===== config.mk =====
export PLATFORM = sky130hd
export DESIGN_NAME = dramWrCycleClassifier
export DESIGN_NICKNAME = d
export VERILOG_FILES = /design/src/rtl/dramcls_pkg.sv /design/src/rtl/strobeTimer.sv /design/src/rtl/wrCycleCtrl.sv /design/src/rtl/wrCycleData.sv /design/src/rtl/dramWrCycleClassifier.sv
export SDC_FILE = /design/constraint.sdc
export NUM_CORES = 1
export LEC_CHECK = 0
export BUFFER_PORTS_ARGS = -buffer_cell sky130_fd_sc_hd__buf_2
export CORE_MARGIN = 2
export CORE_UTILIZATION = 50
export CTS_BUF_LIST = sky130_fd_sc_hd__clkbuf_4
export CTS_CLUSTER_SIZE = 8
export DETAILED_ROUTE_END_ITERATION = 8
export GPL_ROUTABILITY_DRIVEN = 0
export GPL_TIMING_DRIVEN = 0
export PLACE_DENSITY = 0.84
export SYNTH_ARGS = -nofsm -noshare
export SYNTH_HDL_FRONTEND = slang
export SYNTH_SLANG_ARGS = --single-unit
export TNS_END_PERCENT = 100

===== constraint.sdc =====
create_clock -name clk -period 1.55 [get_ports clk]
set_input_delay 0.465 -clock clk [delete_from_list [all_inputs] [get_ports clk]]
set_output_delay 0.465 -clock clk [all_outputs]
set_load 0.01 [all_outputs]

===== src/rtl/dramcls_pkg.sv =====
package dramcls_pkg;

  typedef enum logic [1:0] {
    CODE_READ  = 2'b00,
    CODE_EARLY = 2'b01,
    CODE_RMW   = 2'b10,
    CODE_INDET = 2'b11
  } cycleCode_e;

  typedef enum logic [2:0] {
    ST_IDLE,
    ST_READ,
    ST_EARLY,
    ST_RMW,
    ST_INDET
  } accState_e;

  typedef struct packed {
    logic       capture;
    logic       oeSet;
    logic       oeClr;
    logic       codeLoad;
    cycleCode_e code;
    logic       codeClr;
  } ctrlStrobes_t;

endpackage


===== src/rtl/strobeTimer.sv =====
module strobeTimer #(
  parameter int CNT_W = 4
) (
  input  logic             clk,
  input  logic             rstN,
  input  logic             lowN,
  output logic [CNT_W-1:0] lowCnt
);
  localparam logic [CNT_W-1:0] SAT = '1;

  // Counts sampled edges spent low; cleared while the strobe is high.
  always_ff @(posedge clk) begin
    if (!rstN)             lowCnt <= '0;
    else if (lowN)         lowCnt <= '0;
    else if (lowCnt != SAT) lowCnt <= lowCnt + 1'b1;
  end
endmodule


===== src/rtl/wrCycleCtrl.sv =====
module wrCycleCtrl
  import dramcls_pkg::*;
#(
  parameter int WE_SETUP  = 2,
  parameter int RAS_TO_WE = 4,
  parameter int CAS_TO_WE = 2
) (
  input  logic         clk,
  input  logic         rstN,
  input  logic         rasN,
  input  logic         casN,
  input  logic         weN,
  output ctrlStrobes_t strobes
);
  localparam int MAX_A = (WE_SETUP > RAS_TO_WE) ? WE_SETUP : RAS_TO_WE;
  localparam int MAX_P = (MAX_A > CAS_TO_WE) ? MAX_A : CAS_TO_WE;
  localparam int CNT_W = $clog2(MAX_P + 2);
  localparam int NSTB  = 3;
  localparam logic [CNT_W-1:0] LIM_WS  = CNT_W'(WE_SETUP);
  localparam logic [CNT_W-1:0] LIM_RAS = CNT_W'(RAS_TO_WE);
  localparam logic [CNT_W-1:0] LIM_CAS = CNT_W'(CAS_TO_WE);

  logic [NSTB-1:0]  stbN;
  logic [CNT_W-1:0] lowCnt [NSTB];
  logic             casPrevN, wePrevN;
  logic             casFall, weFall;
  accState_e        state, nxtState;

  assign stbN = {weN, casN, rasN};

  for (genvar i = 0; i < NSTB; i++) begin : g_tmr
    strobeTimer #(.CNT_W(CNT_W)) u_tmr (
      .clk   (clk),
      .rstN  (rstN),
      .lowN  (stbN[i]),
      .lowCnt(lowCnt[i])
    );
  end

  always_ff @(posedge clk) begin
    if (!rstN) begin
      casPrevN <= 1'b1;
      wePrevN  <= 1'b1;
      state    <= ST_IDLE;
    end else begin
      casPrevN <= casN;
      wePrevN  <= weN;
      state    <= nxtState;
    end
  end

  assign casFall = !casN && casPrevN;
  assign weFall  = !weN && wePrevN;

  always_comb begin
    strobes  = '0;
    nxtState = state;
    if (casN || rasN) begin
      nxtState        = ST_IDLE;
      strobes.oeClr   = 1'b1;
      strobes.codeClr = 1'b1;
    end else begin
      case (state)
        ST_IDLE: begin
          if (casFall) begin
            strobes.codeLoad = 1'b1;
            if (!weN) begin
              if (lowCnt[2] >= LIM_WS) begin
                nxtState        = ST_EARLY;
                strobes.capture = 1'b1;
                strobes.code    = CODE_EARLY;
              end else begin
                nxtState     = ST_INDET;
                strobes.code = CODE_INDET;
              end
            end else begin
              nxtState      = ST_READ;
              strobes.oeSet = 1'b1;
              strobes.code  = CODE_READ;
            end
          end
        end
        ST_READ: begin
          if (weFall) begin
            strobes.codeLoad = 1'b1;
            if (lowCnt[1] >= LIM_CAS && lowCnt[0] >= LIM_RAS) begin
              nxtState        = ST_RMW;
              strobes.capture = 1'b1;
              strobes.code    = CODE_RMW;
            end else begin
              nxtState      = ST_INDET;
              strobes.oeClr = 1'b1;
              strobes.code  = CODE_INDET;
            end
          end
        end
        default: ;
      endcase
    end
  end


  decided_hold_chk: assert property (@(posedge clk) disable iff (!rstN)
    (state inside {ST_EARLY, ST_RMW, ST_INDET}) && !casN && !rasN |-> !strobes.capture);
endmodule


===== src/rtl/wrCycleData.sv =====
module wrCycleData
  import dramcls_pkg::*;
#(
  parameter int DATA_W = 8
) (
  input  logic              clk,
  input  logic              rstN,
  input  ctrlStrobes_t      strobes,
  input  logic [DATA_W-1:0] dataIn,
  output logic              outEn,
  output logic              wrStrobe,
  output logic [DATA_W-1:0] wrData,
  output logic [1:0]        cycleType,
  output logic              typeValid
);
  always_ff @(posedge clk) begin
    if (!rstN) begin
      outEn     <= 1'b0;
      wrStrobe  <= 1'b0;
      wrData    <= '0;
      cycleType <= CODE_READ;
      typeValid <= 1'b0;
    end else begin
      wrStrobe <= strobes.capture;
      if (strobes.capture) wrData <= dataIn;
      if (strobes.oeClr)      outEn <= 1'b0;
      else if (strobes.oeSet) outEn <= 1'b1;
      if (strobes.codeClr) begin
        typeValid <= 1'b0;
        cycleType <= CODE_READ;
      end else if (strobes.codeLoad) begin
        typeValid <= 1'b1;
        cycleType <= strobes.code;
      end
    end
  end


  early_no_oe_chk: assert property (@(posedge clk) disable iff (!rstN)
    typeValid && cycleType == CODE_EARLY |-> !outEn);

  indet_no_oe_chk: assert property (@(posedge clk) disable iff (!rstN)
    typeValid && cycleType == CODE_INDET |-> !outEn);

  strobe_type_chk: assert property (@(posedge clk) disable iff (!rstN)
    wrStrobe |-> typeValid && (cycleType == CODE_EARLY || cycleType == CODE_RMW));
endmodule


===== src/rtl/dramWrCycleClassifier.sv =====
module dramWrCycleClassifier
  import dramcls_pkg::*;
#(
  parameter int DATA_W    = 8,
  parameter int WE_SETUP  = 2,
  parameter int RAS_TO_WE = 4,
  parameter int CAS_TO_WE = 2
) (
  input  logic              clk,
  input  logic              rstN,
  input  logic              rasN,
  input  logic              casN,
  input  logic              weN,
  input  logic [DATA_W-1:0] dataIn,
  output logic              outEn,
  output logic              wrStrobe,
  output logic [DATA_W-1:0] wrData,
  output logic [1:0]        cycleType,
  output logic              typeValid
);
  ctrlStrobes_t strobes;

  wrCycleCtrl #(
    .WE_SETUP (WE_SETUP),
    .RAS_TO_WE(RAS_TO_WE),
    .CAS_TO_WE(CAS_TO_WE)
  ) u_ctrl (
    .clk    (clk),
    .rstN   (rstN),
    .rasN   (rasN),
    .casN   (casN),
    .weN    (weN),
    .strobes(strobes)
  );

  wrCycleData #(.DATA_W(DATA_W)) u_data (
    .clk      (clk),
    .rstN     (rstN),
    .strobes  (strobes),
    .dataIn   (dataIn),
    .outEn    (outEn),
    .wrStrobe (wrStrobe),
    .wrData   (wrData),
    .cycleType(cycleType),
    .typeValid(typeValid)
  );


  cas_high_oe_chk: assert property (@(posedge clk) disable iff (!rstN)
    casN |=> !outEn && !typeValid);

  ras_high_oe_chk: assert property (@(posedge clk) disable iff (!rstN)
    rasN |=> !outEn && !typeValid);

  single_strobe_chk: assert property (@(posedge clk) disable iff (!rstN)
    wrStrobe |=> !wrStrobe);
endmodule


Yosys cells after proc, flatten, opt, wreduce, memory -nomap -nowiden. Cells that the tools add are included.

Flip-flop bits (word level): 27. Bits in latches: 0. RAM bits: 0. Bits in read-only memories: 0. Input bits: 13. Output and inout bits: 13. Word-level logic and storage cells: 65. Memories kept: 0.

$add $sub $neg: 3. Multipliers: 0. Divide/modulo/power cells: 0. $lt $le $gt $ge: 3. Equality and inequality tests: 6. Shift-type cells: 0. Mux-type cells: 26. Bitwise gates (word level): 1. Reduce and logical (&&, ||, !) cells: 15.

Operator list (count): 3-bit two-way mux (7); 3-bit case mux with 2 select lines (2); 2-bit OR reduction (6); 1-bit two-way mux (11); 3-bit by 1-bit adder with 3-bit output (second input constant) (3); 3-bit != test (second input constant) (3); 2-bit two-way mux (4); 3-bit by 2-bit greater-or-equal comparator with 1-bit output (second input constant) (2); 4-bit two-way mux (1); 2-bit by 1-bit != test with 1-bit output (second input constant) (2); 3-bit by 1-bit == test with 1-bit output (second input constant) (1); 3-bit greater-or-equal comparator (second input constant) (1); 1-bit logical AND (3); 3-bit zero test (1); 3-bit AND reduction (1); 1-bit zero test (2); 1-bit case mux with 2 select lines (1); 2-bit nonzero test (1); 1-bit logical OR (1); 1-bit inverter (1).

Depth between registers and ports, before layout. Gate-level depths: netlist of run 1.

Word-level depth: 7. Depth in mapped cells: 6. Gate-level depth less buffers: 6.

Hierarchy. From an unflattened synthesis of run 1, not the netlist that was laid out.

Cells, all modules: 119. Area, all modules: 1177.4 µm².

By module, submodules not included: wrCycleData (times used 1, cells an instance 41, area an instance 470.5 µm², sequential area each 260.2 µm²); strobeTimer (times used 3, cells an instance 12, area an instance 131.4 µm², sequential area each 60.1 µm²); wrCycleCtrl (times used 1, cells an instance 42, area an instance 312.8 µm², sequential area each 100.1 µm²).

Worst setup path after synthesis of run 1. OpenSTA, ideal clock, no wires.

Path kind: register to register. From: reg u_ctrl.g_tmr[2].u_tmr.lowCnt[0]. To: reg u_data.wrStrobe. Library setup time: 115 ps. Arrival time: 1451 ps. Data required time: 1435 ps. Path slack: -16 ps. Stages on the path, launching flop included: 7. Path buffers: 0. Clock period less this slack: 1566 ps. Path through: dfxtp_1 -> inv_1 -> ha_1 -> or3_1 -> a22oi_2 -> nor2_8 -> and2_1.

Word-level cells in the longest chain between the ends: 6.

RTL lines: from (decl) (line strobeTimer.sv:7) `output logic [CNT_W-1:0] lowCnt`; from (signal assigned) (line strobeTimer.sv:15) `else if (lowCnt != SAT) lowCnt <= lowCnt + 1'b1;`; 3-bit by 2-bit greater-or-equal comparator with 1-bit output (line wrCycleCtrl.sv:68) `if (lowCnt[2] >= LIM_WS) begin`; 1-bit two-way mux (line wrCycleCtrl.sv:68); 1-bit two-way mux (line wrCycleCtrl.sv:67) `if (!weN) begin`; 2-bit two-way mux (line wrCycleCtrl.sv:65) `if (casFall) begin`; 1-bit case mux with 2 select lines (line wrCycleCtrl.sv:63) `case (state)`; 2-bit two-way mux (line wrCycleCtrl.sv:58) `if (casN || rasN) begin`; to (signal assigned) (line wrCycleData.sv:24) `wrStrobe <= strobes.capture;`; to (decl) (line wrCycleData.sv:11) `output logic wrStrobe,`.

Every way passes these cells. A chain may end at the register's enable or synchronous reset.

Worst setup path after layout of run 1. Same ends and word-level chain as after synthesis.

==> impl_metrics.toml, run 1 <==
[timing]
layout_setup_ws_ns = 0.0255
slew_viol_final = 0
finalSetupViolations = 0
maxSlewHeadroom_pct = 70.9
finalCriticalPeriod_ns = 1.52
fin_crit_sh_pct = 98.4
hold_viol = 0
skew_ns = 0.00818
max_slew.worst_pin.slew_ns = 0.436
rsz0062_at_grt = "yes"
fmax_mhz = 656

[power_and_ir_drop]
p_sw_share_pct = 24.8
irDropWorstVdd_mv = 0.737
total_power_mw = 1.15
p_leak_nw = 0.662
p_seq_share_pct = 62.3
combinationalPowerShare_pct = 11.3
p_sw_mw = 0.287
p_per_area_nw_per_um2 = 786
pwr-share-clk_pct = 26.4
internal_power_mw = 0.867

[clock_network]
htreeDepth = 1
cts_tree = "built"
insertion_delay_ns = 0.33
root_buffer = "clkbuf_4"
cts_sinks = 27
holdBufCountCts = 0
ctsLongestPathBuffers = 2
numCtsBuffers = 3
clkTransAtPathRegs_ns = 0.14

[critical_path]
worstPathBufferInverterCount = 2
worstSetupStartpointType = "register"
critPathRequiredTime_ns = 1.79
cpMaxStageDelayCell = "dfxtp_2"
cp_top_family = "simple AND/OR/NAND/NOR gates"
cpPeakStageDelay_ns = 0.37
path_max_fanout = 5
critical_path_class = "reg -> reg"
cp.arrival_ns = 1.77
endpoint_kind = "register"
crit_chain = "inv_2 -> ha_4 -> or3_4 -> a22oi_2 -> buf_6 -> nor2_8 -> and2_1"

[logic_synthesis]
synth-seq-cells = 27
ys_types = 27
seq_area_frac_synth_pct = 45.1
synth_nets = 140
ys_warn_count = 0
avgSynthCellArea_um2 = 9.98
syn_area_um2 = 1200
synthCells = 120

[global_routing]
grt_usage_pct = 21.5
antenna_found_initial = 0
grt_pass1_vias = 973
grt_overflow = 0
grt_pass1_wl_um = 4330
grt_start_max_net_pins = 16

[placed_design]
io_buffers = 25
placed_cells = 173
place_ws_ns = -0.245
hpwl_um = 1850

[die]
die_h_um = 52.9
initial_core_util_pct = 53.6
core_area_um2 = 2230
ioPinCount = 26
die_w_um = 52.9
row_count = 17
die_area_um2 = 2800

[run_status]
outcome = "complete, no violations"

[detailed_routing]
drt_iter0_drc = 8
routedLengthMet1_um = 1060
wire_per_inst_um = 14.0
via_per_inst = 5.47
vias = 995
drt_wl_total_um = 2550
drtAntennaViolNets = 0
top_layer_used = "met4"
dr_wl_met3_um = 98
remaining_drc_errors = 0
wl_met2_um = 1320
drt_pre_antenna_iters = 4

[cells_and_area]
final_cell_mix = "buf_2, dfxtp_1, nand2_1, mux2i_1, nor2_1"
mostFrequentLayoutCell = "buf_2"
antennaDiodeCount = 0
drive_above_1_share_pct = 29.9
final_cells = 182
nNetsFinal = 175
area_delta_synth_final_pct = 22.5

[hold_path]
hold_path.class = "in -> reg"

[flow_run]
maxCapViolCount = 0
## worst register-to-register path, stage by stage, from the launching register on
cell     delay (ns)
dfxtp_2        0.37
inv_2          0.04
ha_4           0.15
or3_4          0.34
a22oi_2        0.19
buf_6          0.16
nor2_8         0.05
and2_1         0.15
## cells by family (layout without fill, tap and decap cells)
group | after synthesis | in the layout | synth area share (%)
compound gates | 15 | 15 | 8.99
simple gates | 50 | 51 | 22.9
fa+ha+maj | 7 | 7 | 7.31
mux | 15 | 15 | 12.5
buf+inv | 3 | 36 | 0.940
xor+xnor | 3 | 3 | 2.19
flops | 27 | 27 | 45.1
## final timing paths
kind,startpoint,depth (start not counted),slack (ns),endpoint
min,dataIn[1],3,0.36,u_data.wrData[1]$_SDFFE_PN0P_
max reg2reg,u_ctrl.g_tmr[2].u_tmr.lowCnt[0]$_SDFFE_PP0P_,7,0.03,u_data.wrStrobe$_SDFF_PN0_
min reg2reg,u_data.wrData[0]$_SDFFE_PN0P_,2,0.47,u_data.wrData[0]$_SDFFE_PN0P_
max,u_ctrl.g_tmr[2].u_tmr.lowCnt[0]$_SDFFE_PP0P_,7,0.03,u_data.wrStrobe$_SDFF_PN0_
## layer usage
metal / up-vias / GRT usage, %
li1: 490 / -
met1: 471 / 24.3
met2: 26 / 38.5
met3: 8 / 3.95
met4: 0 / 10.3
met5: - / 0
## area by class of cell
class	count	area [um^2]
sequential	27	547
clock buffer	3	22.5
buffer	2	7.51
timing repair buffer	29	163
fill	200	767
inverter	1	3.75
clock inverter	1	5.00
tap	28	35.0
multi-input combinational	91	683
## sequential cells by signal (all words and copies together) (netlist names)
signal	count
u_data.cycleType	2
u_data.wrData	8
u_data.outEn	1
u_ctrl.casPrevN	1
u_ctrl.wePrevN	1
u_data.typeValid	1
u_ctrl.state	3
u_ctrl.g_tmr.u_tmr.lowCnt	9
u_data.wrStrobe	1
## power groups by stage
stage | sequential (mW) | clock [mW] | combinational, mW
floorplan | 0.733 | 0 | 0.0694
global placement | 0.733 | 0 | 0.103
detailed placement | 0.734 | 0 | 0.109
CTS | 0.717 | 0.308 | 0.125
global route | 0.721 | 0.326 | 0.145
finish | 0.718 | 0.304 | 0.131
## synth_stat cells
library cell	n	area, um^2
nor2_1	15	56.3
and2_1	2	12.5
nor2_8	1	20.0
nor4b_1	1	8.76
nand3b_1	1	7.51
ha_1	7	87.6
clkbuf_1	2	7.51
nor3b_1	1	7.51
nor2_4	1	11.3
o21ai_0	3	15.0
nor4b_2	1	15.0
and2b_1	1	7.51
or4b_4	1	13.8
o21a_1	1	7.51
a22o_1	5	43.8
nand2b_1	3	18.8
mux2i_1	15	150
o32ai_1	1	8.76
a21oi_1	4	20.0
a22oi_2	1	12.5
xor2_1	3	26.3
or3_1	1	6.26
nor3_1	1	5.00
nand2_1	19	71.3
dfxtp_1	27	541
inv_1	1	3.75
and4bb_1	1	12.5
## per-stage QoR
stage | setup TNS, ns | hold WS [ns] | cell area, um^2 | util [%]
floorplan | 0 | 0.468 | 1200 | -
global placement | -1.58 | 0.440 | 1360 | 60.8
detailed placement | -1.93 | 0.453 | 1360 | 60.8
CTS | -0.00572 | 0.360 | 1450 | 64.7
global route | -0.0869 | 0.363 | 1470 | 65.7
finish | 0 | 0.359 | 1470 | 65.7
## timing repair
action	4_1_cts	5_1_grt
setup endpoints to repair	9	9
resized for setup	8	4
buffers inserted	3	1
gates cloned	1	0
hold endpoints to repair	0	0
pin swaps	4	5
Power figures use the tool's default switching activity.
==> run 2, diff against run 1 <==
--- a/config.mk
+++ b/config.mk
@@ -5,15 +5,16 @@
 export SDC_FILE = /design/constraint.sdc
 export NUM_CORES = 1
 export LEC_CHECK = 0
+export ABC_AREA = 1
 export BUFFER_PORTS_ARGS = -buffer_cell sky130_fd_sc_hd__buf_2
 export CORE_MARGIN = 2
-export CORE_UTILIZATION = 50
+export CORE_UTILIZATION = 34
 export CTS_BUF_LIST = sky130_fd_sc_hd__clkbuf_4
 export CTS_CLUSTER_SIZE = 8
 export DETAILED_ROUTE_END_ITERATION = 8
 export GPL_ROUTABILITY_DRIVEN = 0
 export GPL_TIMING_DRIVEN = 0
-export PLACE_DENSITY = 0.84
+export PLACE_DENSITY = 0.63
 export SYNTH_ARGS = -nofsm -noshare
 export SYNTH_HDL_FRONTEND = slang
 export SYNTH_SLANG_ARGS = --single-unit
==> run 2 against run 1 <==
- worst setup slack improved by 0.15 ns
- clock power up 6.6%
- synthesized cell count is 37% higher
- total power is 0.18% lower
- largest power group unchanged
- highest routed layer unchanged
==> impl_metrics.toml, run 2 <==
[placed_design]
place_ws_ns = 0.0802
placed_cells = 237
hpwl_um = 1720
io_buffers = 25

[power_and_ir_drop]
irDropWorstVdd_mv = 0.253
p_per_area_nw_per_um2 = 781
p_seq_share_pct = 62.3
p_sw_mw = 0.281
pwr-share-clk_pct = 28.1
p_sw_share_pct = 24.4
internal_power_mw = 0.870
combinationalPowerShare_pct = 9.6
p_leak_nw = 0.718

[timing]
maxSlewHeadroom_pct = 81.6
finalCriticalPeriod_ns = 1.37
max_slew.worst_pin.slew_ns = 0.275
hold_viol = 0
finalSetupTns_ns = 0
hold-worst-slack_ns = 0.395
skew_ns = 0.00175
layout_setup_ws_ns = 0.179
fin_crit_sh_pct = 88.5
slew_viol_final = 0
rsz0062_at_grt = "no"
fmax_mhz = 729
finalSetupViolations = 0

[die]
initial_core_util_pct = 34.8
die_area_um2 = 4200
die_w_um = 64.8
core_area_um2 = 3610
die_h_um = 64.8
row_count = 22
ioPinCount = 26

[logic_synthesis]
synth_largest_area_cell = "dfxtp_1"
synthCells = 164
synth_edf_count = 0
yosys-top-cells-count = "nand2_1, dfxtp_1, inv_1, nor2_1"
synth-async-reset-ratio_pct = 0
synth_nets = 184
ys_warn_count = 0
ys_types = 19
synthTopCellsByArea = "dfxtp_1, nand2_1, inv_1"
synth-seq-cells = 27
syn_area_um2 = 1260
avgSynthCellArea_um2 = 7.66
seq_area_frac_synth_pct = 43.0
synthMostInstantiatedCell = "nand2_1"
synth.top_cell.area_share_pct = 43.0
synth_ff_type = "dfxtp_1"

[clock_network]
clkTransAtPathRegs_ns = 0.14
root_buffer = "clkbuf_4"
insertion_delay_ns = 0.32
numCtsBuffers = 3
cts_sinks = 27
ctsLongestPathBuffers = 2
cts_tree = "built"
htreeDepth = 1
holdBufCountCts = 0

[cells_and_area]
area_delta_synth_final_pct = 17.3
regMostFlops = "u_ctrl.g_tmr.u_tmr.lowCnt"
reg.largest.list = "u_ctrl.g_tmr.u_tmr.lowCnt: 9 flops, u_data.wrData: 8 flops, u_ctrl.state: 3 flops"
nNetsFinal = 214
drive_above_1_share_pct = 24.9
antennaDiodeCount = 0
final_cells = 241
mostFrequentLayoutCell = "nand2_1"
utilization_pct = 40.9
largest_reg_flops = 9
final_cell_mix = "nand2_1, buf_2, inv_1, dfxtp_1, nor2_1"

[detailed_routing]
via_per_inst = 4.31
wire_per_inst_um = 9.50
remaining_drc_errors = 0
vias = 1039
drt_iter0_drc = 31
drt_wl_total_um = 2290
drt_pre_antenna_iters = 4
drtAntennaViolNets = 0

[global_routing]
grt_overflow = 0
grt_pass1_vias = 944
grt_usage_pct = 11.6
grt_pass1_wl_um = 3890
grt_start_max_net_pins = 15
antenna_found_initial = 0

[critical_path]
r2r_setup_slack_ns = 0.18
endpoint_kind = "register"
critical_path_class = "reg -> reg"
path_max_fanout = 10
critPathRequiredTime_ns = 1.79
worstSetupStartpointType = "register"
cp.arrival_ns = 1.61

[run_status]
outcome = "complete, no violations"

[flow_run]
maxCapViolCount = 0

[hold_path]
hold_path.class = "in -> reg"
## run 2: changes by cell type after synthesis, moves of 3 or more
cell | before | now
a21oi_1 | 4 | 12
a21oi_2 | 0 | 8
a22o_1 | 5 | 0
inv_1 | 1 | 26
mux2i_1 | 15 | 0
nand2_1 | 19 | 32
nand2b_1 | 3 | 0
nand3_1 | 0 | 12
nor2_1 | 15 | 21
o21ai_0 | 3 | 7
## run 2: path summary, 6_finish.rpt
kind	start	to	cells past startpoint
hold reg to reg	u_data.typeValid$_SDFFE_PP0P_	u_data.typeValid$_SDFFE_PP0P_	2
setup reg to reg	u_ctrl.g_tmr[2].u_tmr.lowCnt[0]$_SDFFE_PP0P_	u_ctrl.state[1]$_SDFFE_PP0P_	9
setup / recovery	u_ctrl.g_tmr[2].u_tmr.lowCnt[0]$_SDFFE_PP0P_	u_ctrl.state[1]$_SDFFE_PP0P_	9
hold / removal	rstN	u_data.wrStrobe$_SDFF_PN0_	3
## run 2: layer usage
layer	wire, um	global-route usage (%)
met5	0	0
met4	30	4.79
met3	100	2.26
met2	1030	20.0
met1	1120	14.2
## run 2: layout make-up
cell class              count  area, um^2
plain buffers               4        43.8
inverters                  26        97.6
flip-flops and latches     27         543
repair buffers             25         125
clock buffers               4        30.0
fillers                   391        2130
well taps                  48        60.1
multi-input cells         107         574
## run 2: power groups by stage
stage | Combinational (mW) | Clock (mW) | Sequential, mW
final | 0.110 | 0.324 | 0.717
after global routing | 0.128 | 0.366 | 0.720
after CTS | 0.111 | 0.340 | 0.717
after detailed placement | 0.110 | 0 | 0.732
after global placement | 0.110 | 0 | 0.731
after floorplan | 0.0744 | 0 | 0.731
## run 2: critical path: stages, from the launching register on
cell and delay, ns:
dfxtp_2 0.36, inv_1 0.05, ha_1 0.19, inv_1 0.07, a21oi_1 0.09, nand2_2 0.08
nand2_4 0.09, buf_12 0.16, o21ai_0 0.14, inv_1 0.05
## run 2: kinds of logic after synthesis
| family | count (synthesis) | share of synthesized area (%) |
|---|---|---|
| buffers and inverters | 30 | 11.3 |
| xor gates and xnor gates | 1 | 0.697 |
| AOI/OAI and AO/OA | 29 | 14.2 |
| DFF | 27 | 43.0 |
| and+or+nand+nor | 70 | 23.8 |
| adders and majority gates | 7 | 6.97 |
## run 2: what timing repair did
action / in CTS / in global routing
buffers inserted: 0 / 0
resized for setup: 0 / 2
endpoints found under the setup margin: 0 / 2
## run 2: per-stage QoR
| step | area, um^2 | power [mW] |
|---|---|---|
| floorplan | 1260 | 0.806 |
| global placement | 1440 | 0.841 |
| detailed placement | 1440 | 0.842 |
| CTS | 1470 | 1.17 |
| global route | 1470 | 1.21 |
| finish | 1470 | 1.15 |
